<file path="src/rtl/i2c_ack_pkg.sv">
package i2c_ack_pkg;

    localparam int unsigned I2C_ADDR_W = 7;
    localparam int unsigned I2C_DATA_W = 8;
    localparam int unsigned EXT_W      = 4;
    localparam logic [EXT_W-1:0] EXT_PREFIX = '1;

    typedef enum logic [1:0] {
        PH_IDLE = 2'd0,
        PH_ADDR = 2'd1,
        PH_DATA = 2'd2,
        PH_SKIP = 2'd3
    } phase_e;

    // synchronized line levels and the events derived from them
    typedef struct packed {
        logic scl;
        logic sda;
        logic scl_rise;
        logic scl_fall;
        logic start;
        logic stop;
    } bus_ev_t;

    // byte-slot events produced by the bit counter
    typedef struct packed {
        logic byte_end;   // eighth SCL falling edge
        logic ack_rise;   // ninth SCL rising edge
        logic ack_fall;   // ninth SCL falling edge
    } slot_ev_t;

    function automatic logic addr_ack(input logic own, input logic ext, input logic en);
        return own || (ext && en);
    endfunction

endpackage

</file>
<file path="src/rtl/i2c_ack_sync.sv">
module i2c_ack_sync
    import i2c_ack_pkg::*;
#(
    parameter int unsigned STAGES = 2
) (
    input  logic    clk,
    input  logic    rst,
    input  logic    scl_in,
    input  logic    sda_in,
    output bus_ev_t ev
);
    logic [STAGES-1:0] scl_sh;
    logic [STAGES-1:0] sda_sh;
    logic              scl_d;
    logic              sda_d;
    logic              scl_s;
    logic              sda_s;

    assign scl_s = scl_sh[STAGES-1];
    assign sda_s = sda_sh[STAGES-1];

    always_ff @(posedge clk) begin
        if (rst) begin
            scl_sh <= '1;
            sda_sh <= '1;
            scl_d  <= 1'b1;
            sda_d  <= 1'b1;
        end else begin
            scl_sh <= {scl_sh[STAGES-2:0], scl_in};
            sda_sh <= {sda_sh[STAGES-2:0], sda_in};
            scl_d  <= scl_s;
            sda_d  <= sda_s;
        end
    end

    always_comb begin
        ev.scl      = scl_s;
        ev.sda      = sda_s;
        ev.scl_rise = scl_s && !scl_d;
        ev.scl_fall = !scl_s && scl_d;
        ev.start    = scl_s && scl_d && sda_d && !sda_s;
        ev.stop     = scl_s && scl_d && !sda_d && sda_s;
    end
endmodule

</file>
<file path="src/rtl/i2c_ack_shift.sv">
module i2c_ack_shift
    import i2c_ack_pkg::*;
#(
    parameter int unsigned DATA_W = I2C_DATA_W
) (
    input  logic              clk,
    input  logic              rst,
    input  bus_ev_t           ev,
    output logic [DATA_W-1:0] shreg,
    output slot_ev_t          slot
);
    localparam int unsigned CNT_W = $clog2(DATA_W + 2);
    localparam logic [CNT_W-1:0] FULL = CNT_W'(DATA_W);
    localparam logic [CNT_W-1:0] ACKC = CNT_W'(DATA_W + 1);

    logic [CNT_W-1:0] cnt;

    always_ff @(posedge clk) begin
        if (rst) begin
            cnt   <= '0;
            shreg <= '0;
        end else if (ev.start || ev.stop) begin
            cnt <= '0;
        end else if (ev.scl_rise) begin
            if (cnt < FULL) begin
                shreg <= {shreg[DATA_W-2:0], ev.sda};
                cnt   <= cnt + 1'b1;
            end else if (cnt == FULL) begin
                cnt <= ACKC;
            end
        end else if (ev.scl_fall && cnt == ACKC) begin
            cnt <= '0;
        end
    end

    always_comb begin
        slot.byte_end = ev.scl_fall && (cnt == FULL) && ev.scl == 1'b0;
        slot.ack_rise = ev.scl_rise && (cnt == FULL);
        slot.ack_fall = ev.scl_fall && (cnt == ACKC);
    end
endmodule

</file>
<file path="src/rtl/i2c_ack_ctl.sv">
module i2c_ack_ctl
    import i2c_ack_pkg::*;
#(
    parameter int unsigned ADDR_W = I2C_ADDR_W,
    parameter int unsigned DATA_W = I2C_DATA_W
) (
    input  logic              clk,
    input  logic              rst,
    input  bus_ev_t           ev,
    input  slot_ev_t          slot,
    input  logic [DATA_W-1:0] shreg,
    input  logic [ADDR_W-1:0] own_addr,
    input  logic              ack_en,
    input  logic              wait_sel,
    input  logic              wait_rel,
    output logic              sda_pull,
    output logic              scl_pull,
    output logic [DATA_W-1:0] rx_byte,
    output logic              addr_match,
    output logic              ext_hit,
    output logic              busy,
    output logic              tx_dir,
    output logic              ack_det
);
    localparam int unsigned RW_POS = DATA_W - ADDR_W - 1;

    phase_e            phase_q;
    logic              ack_q, stall_q, track_q, wsel_q, txb_q;
    logic              match_q, ext_q, busy_q, tx_q, ackd_q;
    logic [DATA_W-1:0] rx_q;
    logic [ADDR_W-1:0] rcv_addr;
    logic              own_hit, ext_code, rw_bit;

    assign rcv_addr = shreg[DATA_W-1 -: ADDR_W];
    assign rw_bit   = shreg[RW_POS];
    assign own_hit  = (rcv_addr == own_addr);
    assign ext_code = (rcv_addr[ADDR_W-1 -: EXT_W] == EXT_PREFIX) && !own_hit;

    always_ff @(posedge clk) begin
        if (rst) begin
            phase_q <= PH_IDLE;
            ack_q   <= 1'b0;
            stall_q <= 1'b0;
            track_q <= 1'b0;
            wsel_q  <= 1'b0;
            txb_q   <= 1'b0;
            match_q <= 1'b0;
            ext_q   <= 1'b0;
            busy_q  <= 1'b0;
            tx_q    <= 1'b0;
            ackd_q  <= 1'b0;
            rx_q    <= '0;
        end else if (ev.start || ev.stop) begin
            phase_q <= ev.start ? PH_ADDR : PH_IDLE;
            busy_q  <= ev.start;
            match_q <= 1'b0;
            ext_q   <= 1'b0;
            tx_q    <= 1'b0;
            ack_q   <= 1'b0;
            stall_q <= 1'b0;
            track_q <= 1'b0;
            txb_q   <= 1'b0;
        end else begin
            // hold release, or live tracking of the enable during an eighth-clock hold
            if (stall_q && wait_rel) begin
                stall_q <= 1'b0;
                track_q <= 1'b0;
            end else if (track_q) begin
                ack_q <= ack_en;
            end

            if (slot.byte_end) begin
                wsel_q <= wait_sel;
                case (phase_q)
                    PH_ADDR: begin
                        rx_q <= shreg;
                        if (addr_ack(own_hit, ext_code, ack_en)) begin
                            phase_q <= PH_DATA;
                            match_q <= own_hit;
                            ext_q   <= ext_code;
                            tx_q    <= rw_bit;
                            ack_q   <= 1'b1;
                            stall_q <= !wait_sel;
                        end else begin
                            phase_q <= PH_SKIP;
                            ack_q   <= 1'b0;
                        end
                    end
                    PH_DATA: begin
                        if (!tx_q) rx_q <= shreg;
                        ack_q   <= !tx_q && ack_en;
                        track_q <= !tx_q && !wait_sel;
                        txb_q   <= tx_q;
                        stall_q <= !wait_sel;
                    end
                    default: ;
                endcase
            end

            if (slot.ack_rise && txb_q) ackd_q <= !ev.sda;

            if (slot.ack_fall) begin
                ack_q   <= 1'b0;
                track_q <= 1'b0;
                txb_q   <= 1'b0;
                if (phase_q == PH_DATA && wsel_q) stall_q <= 1'b1;
            end
        end
    end

    assign sda_pull   = ack_q;
    assign scl_pull   = stall_q;
    assign rx_byte    = rx_q;
    assign addr_match = match_q;
    assign ext_hit    = ext_q;
    assign busy       = busy_q;
    assign tx_dir     = tx_q;
    assign ack_det    = ackd_q;
endmodule

</file>
<file path="src/rtl/i2c_ack_rx.sv">
module i2c_ack_rx
    import i2c_ack_pkg::*;
#(
    parameter int unsigned ADDR_W      = I2C_ADDR_W,
    parameter int unsigned DATA_W      = I2C_DATA_W,
    parameter int unsigned SYNC_STAGES = 2
) (
    input  logic              clk,
    input  logic              rst,
    input  logic              scl_in,
    input  logic              sda_in,
    input  logic [ADDR_W-1:0] own_addr,
    input  logic              ack_en,
    input  logic              wait_sel,
    input  logic              wait_rel,
    output logic              sda_pull,
    output logic              scl_pull,
    output logic [DATA_W-1:0] rx_byte,
    output logic              addr_match,
    output logic              ext_hit,
    output logic              busy,
    output logic              tx_dir,
    output logic              ack_det
);
    bus_ev_t           bus_ev;
    slot_ev_t          slot_ev;
    logic [DATA_W-1:0] shreg;

    i2c_ack_sync #(.STAGES(SYNC_STAGES)) u_sync (
        .clk    (clk),
        .rst    (rst),
        .scl_in (scl_in),
        .sda_in (sda_in),
        .ev     (bus_ev)
    );

    i2c_ack_shift #(.DATA_W(DATA_W)) u_shift (
        .clk   (clk),
        .rst   (rst),
        .ev    (bus_ev),
        .shreg (shreg),
        .slot  (slot_ev)
    );

    i2c_ack_ctl #(.ADDR_W(ADDR_W), .DATA_W(DATA_W)) u_ctl (
        .clk        (clk),
        .rst        (rst),
        .ev         (bus_ev),
        .slot       (slot_ev),
        .shreg      (shreg),
        .own_addr   (own_addr),
        .ack_en     (ack_en),
        .wait_sel   (wait_sel),
        .wait_rel   (wait_rel),
        .sda_pull   (sda_pull),
        .scl_pull   (scl_pull),
        .rx_byte    (rx_byte),
        .addr_match (addr_match),
        .ext_hit    (ext_hit),
        .busy       (busy),
        .tx_dir     (tx_dir),
        .ack_det    (ack_det)
    );
endmodule

</file>
<file path="config.mk">
export PLATFORM = sky130hd
export DESIGN_NAME = i2c_ack_rx
export DESIGN_NICKNAME = d
export VERILOG_FILES = /design/src/rtl/i2c_ack_pkg.sv /design/src/rtl/i2c_ack_sync.sv /design/src/rtl/i2c_ack_shift.sv /design/src/rtl/i2c_ack_ctl.sv /design/src/rtl/i2c_ack_rx.sv
export SDC_FILE = /design/constraint.sdc
export NUM_CORES = 1
export LEC_CHECK = 0
export ABC_CLOCK_PERIOD_IN_PS = 3400
export BUFFER_PORTS_ARGS = -buffer_cell sky130_fd_sc_hd__buf_2
export CAP_MARGIN = 5
export CORE_MARGIN = 2
export CORE_UTILIZATION = 37
export CTS_CLUSTER_DIAMETER = 40
export CTS_CLUSTER_SIZE = 12
export DETAILED_ROUTE_END_ITERATION = 8
export PLACE_DENSITY_LB_ADDON = 0.15
export SYNTH_ARGS = -nofsm -noshare
export SYNTH_HDL_FRONTEND = slang
export SYNTH_SLANG_ARGS = --single-unit
</file>
<file path="constraint.sdc">
create_clock -name clk -period 3.4 [get_ports clk]
set_input_delay 0.51 -clock clk [delete_from_list [all_inputs] [get_ports clk]]
set_output_delay 0.51 -clock clk [all_outputs]
set_load 0.1 [all_outputs]
</file>
==> flow_metrics.py <==
metrics = {
    "clocking": {
        "cts_tree": "done",
        "clkLatencyLatePin_ns": 0.28,
        "cts-root-buf": "clkbuf_8",
        "post_cts_buffers": 0,
        "cts.hold.buffers_added": 0,
        "clk_pin_slew_ns": 0.07,
        "numCtsBuffers": 5,
        "cts_buffer_depth": 2,
        "cts.repair.resized": 0,
        "ctsHtreeMaxLevel": 2,
        "clock-sinks": 38,
    },
    "placed_design": {
        "finalWeightedCongestion": 0.821,
        "dpl_cell_area_sq_mm": 0.00184,
        "numPortBuffers": 28,
        "dp_hpwl_mm": 2.54,
        "dp_cells": 248,
    },
    "min_path": {
        "hp-class": "in -> reg",
        "hp-start": "scl_in",
        "min_to": "u_sync.scl_sh[0]",
        "hold_path_depth": 2,
    },
    "setup_path": {
        "r2r_cells": 5,
        "worstPathRequired_ns": 3.58,
        "startpoint_type": "flip-flop",
        "r2r-end": "u_ctl.ext_hit",
        "end_kind": "flip-flop",
        "cp_max_fo": 9,
        "r2r_start": "u_sync.scl_sh[1]",
        "cp.arrival_ns": 1.93,
        "critPathKind": "reg -> reg",
        "r2r_slack_ns": 1.65,
    },
    "logic_synthesis": {
        "synthCells": 173,
        "synth_largest_area_cell": "dfxtp_1",
        "synth_nets": 192,
        "synth_seq_cells": 38,
        "netlist.area_leader.share_pct": 45.7,
        "avgSynthCellArea_sq_um": 9.61,
        "synth_cell_types": 40,
        "ys.warnings.count": 0,
        "ys_top_cells_by_area": "dfxtp_1, mux2i_1, nor2_1, ha_1, xnor2_1",
        "syn_area_sq_mm": 0.00166,
        "yosysSeqAreaShare_pct": 45.7,
    },
    "timing": {
        "setup_viol": 0,
        "rsz0062_at_grt": "no",
        "fin_crit_sh_pct": 51.6,
        "report.final.slew_viol_count": 0,
        "worst_pin_slew_ns": 0.486,
        "hold_viol": 0,
        "period_minus_slack_ns": 1.75,
        "finClkSkew_ns": 0.00498,
        "fmax_ghz": 0.570,
        "setup_tns_ns": 0,
        "relSlewSlack_pct": 67.6,
    },
    "finish": {
        "fin_cells": 255,
        "drive_gt1_share_pct": 22.7,
        "finalNetCount": 222,
        "mostFrequentLayoutCells": "dfxtp_1, buf_2, nor2_1, mux2i_1",
        "finalInstanceArea_sq_mm": 0.00195,
        "syn_to_final_growth_pct": 17.5,
        "antenna_cells": 0,
        "fin_util_pct": 44.9,
        "final_common_cell": "dfxtp_1",
    },
    "route": {
        "post_drt_wl_per_cell_um": 13.6,
        "vias": 1279,
        "drt_wl_total_mm": 3.46,
        "first_iter_violations": 61,
        "drt_first_pass_iters": 4,
        "ant_nets": 0,
        "drcViolationCount": 0,
        "drt-vias-per-instance": 5.02,
    },
    "power": {
        "ir_worst_vdd_uv": 249,
        "leakage_nw": 0.839,
        "power_density_mw_per_mm2": 451,
    },
    "floorplanning": {
        "dieHeight_um": 71.0,
        "design.core.area_sq_mm": 0.00435,
        "io_pins": 29,
        "row_count": 24,
        "die-area_sq_mm": 0.00505,
        "die_w_um": 71.0,
        "start_util_pct": 38.2,
    },
    "grt": {
        "top_usage_layer": "met2",
        "use_met2_pct": 21.7,
        "use_met3_pct": 3.42,
        "use_met1_pct": 20.2,
        "antenna_found_initial": 0,
        "grt_max_degree": 29,
        "track_usage_pct": 14.5,
        "grt_pass1_vias": 1214,
        "overflow": 0,
        "grt_pass1_wl_mm": 5.77,
    },
    "run_status": {
        "status": "finished clean",
    },
    "run": {
        "maxCapViolations": 0,
    },
}
-- worst max-delay path, cell delays in order (launching register included) --
cell,delay (ns)
dfxtp_1,0.39
and4bb_1,0.37
and2_1,0.30
nand2_4,0.11
or3_1,0.34
o211a_1,0.14
-- metrics by stage --
step / setup slack, ns / hold WS (ns) / power (mW)
floorplan: 1.60 / 0.389 / 0.492
global placement: 1.66 / 0.394 / 0.507
detailed placement: 1.61 / 0.400 / 0.508
CTS: 1.65 / 0.395 / 0.892
global route: 1.54 / 0.403 / 0.915
finish: 1.65 / 0.404 / 0.880
-- final cells by class --
class                           instances  area (sq um)
Fill cell                             416          2400
Tap cell                               52          65.1
Clock inverter                          1          30.0
Inverter                                6          22.5
Clock buffer                            6          82.6
Multi-Input combinational cell        123           845
Sequential cell                        38           761
Timing Repair Buffer                   29           148
-- flip-flops by register name, summed over array words and instances, names as in the netlist --
name              flops
u_shift.cnt           4
u_ctl.wsel_q          1
u_sync.scl_d          1
u_ctl.track_q         1
u_shift.shreg         8
u_ctl.ack_det         1
u_ctl.phase_q         2
u_ctl.rx_byte         8
u_ctl.ext_hit         1
u_ctl.busy            1
u_sync.sda_sh         2
u_ctl.scl_pull        1
u_ctl.tx_dir          1
u_ctl.txb_q           1
u_ctl.addr_match      1
u_sync.scl_sh         2
u_ctl.sda_pull        1
u_sync.sda_d          1
-- power by group --
| part | switching (mW) | internal [mW] | total [mW] | leakage (nW) |
|---|---|---|---|---|
| combinational | 0.0262 | 0.0173 | 0.0435 | 0.474 |
| clock | 0.148 | 0.235 | 0.383 | 0.0573 |
| sequential | 0.00431 | 0.449 | 0.454 | 0.307 |
-- logic make-up after synthesis --
logic type,after synthesis,share of synthesized area [%]
simple gates,66,21.1
flops,38,45.7
compound gates,23,9.10
mux,20,12.0
buf+inv,12,3.46
xor+xnor,9,4.74
fa+ha+maj,5,3.76
-- cell usage after synthesis (all sizes together) --
cell and instances:
a41o 1, o211a 1, mux2i 20, nand4 3, a211o 1, a31oi 2
nand3 3, a21oi 8, nand4b 3, and4bb 1, or2 7, nand3b 3
inv 6, or4b 1, and3 2, a22oi 1, a211oi 3, clkbuf 3
o21ai 3, ha 5, dfxtp 38, nor2 26, a31o 1, and2 1
nand2 11, a41oi 1, nor3 1, nor4b 1, xnor2 7, nand2b 1
buf 3, a21boi 1, or3 2, xor2 2
-- layer usage --
layer | part of all wire [%] | up-vias
met5 | 0 | -
met4 | 1.5 | 0
met3 | 4.2 | 6
met2 | 44 | 35
met1 | 50 | 581
li1 | - | 657
-- worst max path at each step --
stage,from,end
after global routing,u_sync.scl_sh[1],u_ctl.ext_hit
after global placement,own_addr[0],u_ctl.scl_pull
final,u_sync.scl_sh[1],u_ctl.ext_hit
after detailed placement,own_addr[1],u_ctl.scl_pull
after CTS,u_sync.scl_sh[1],u_ctl.ext_hit
after floorplan,u_ctl.tx_dir,u_ctl.rx_byte[2]
(Power assumes the default switching activity.)
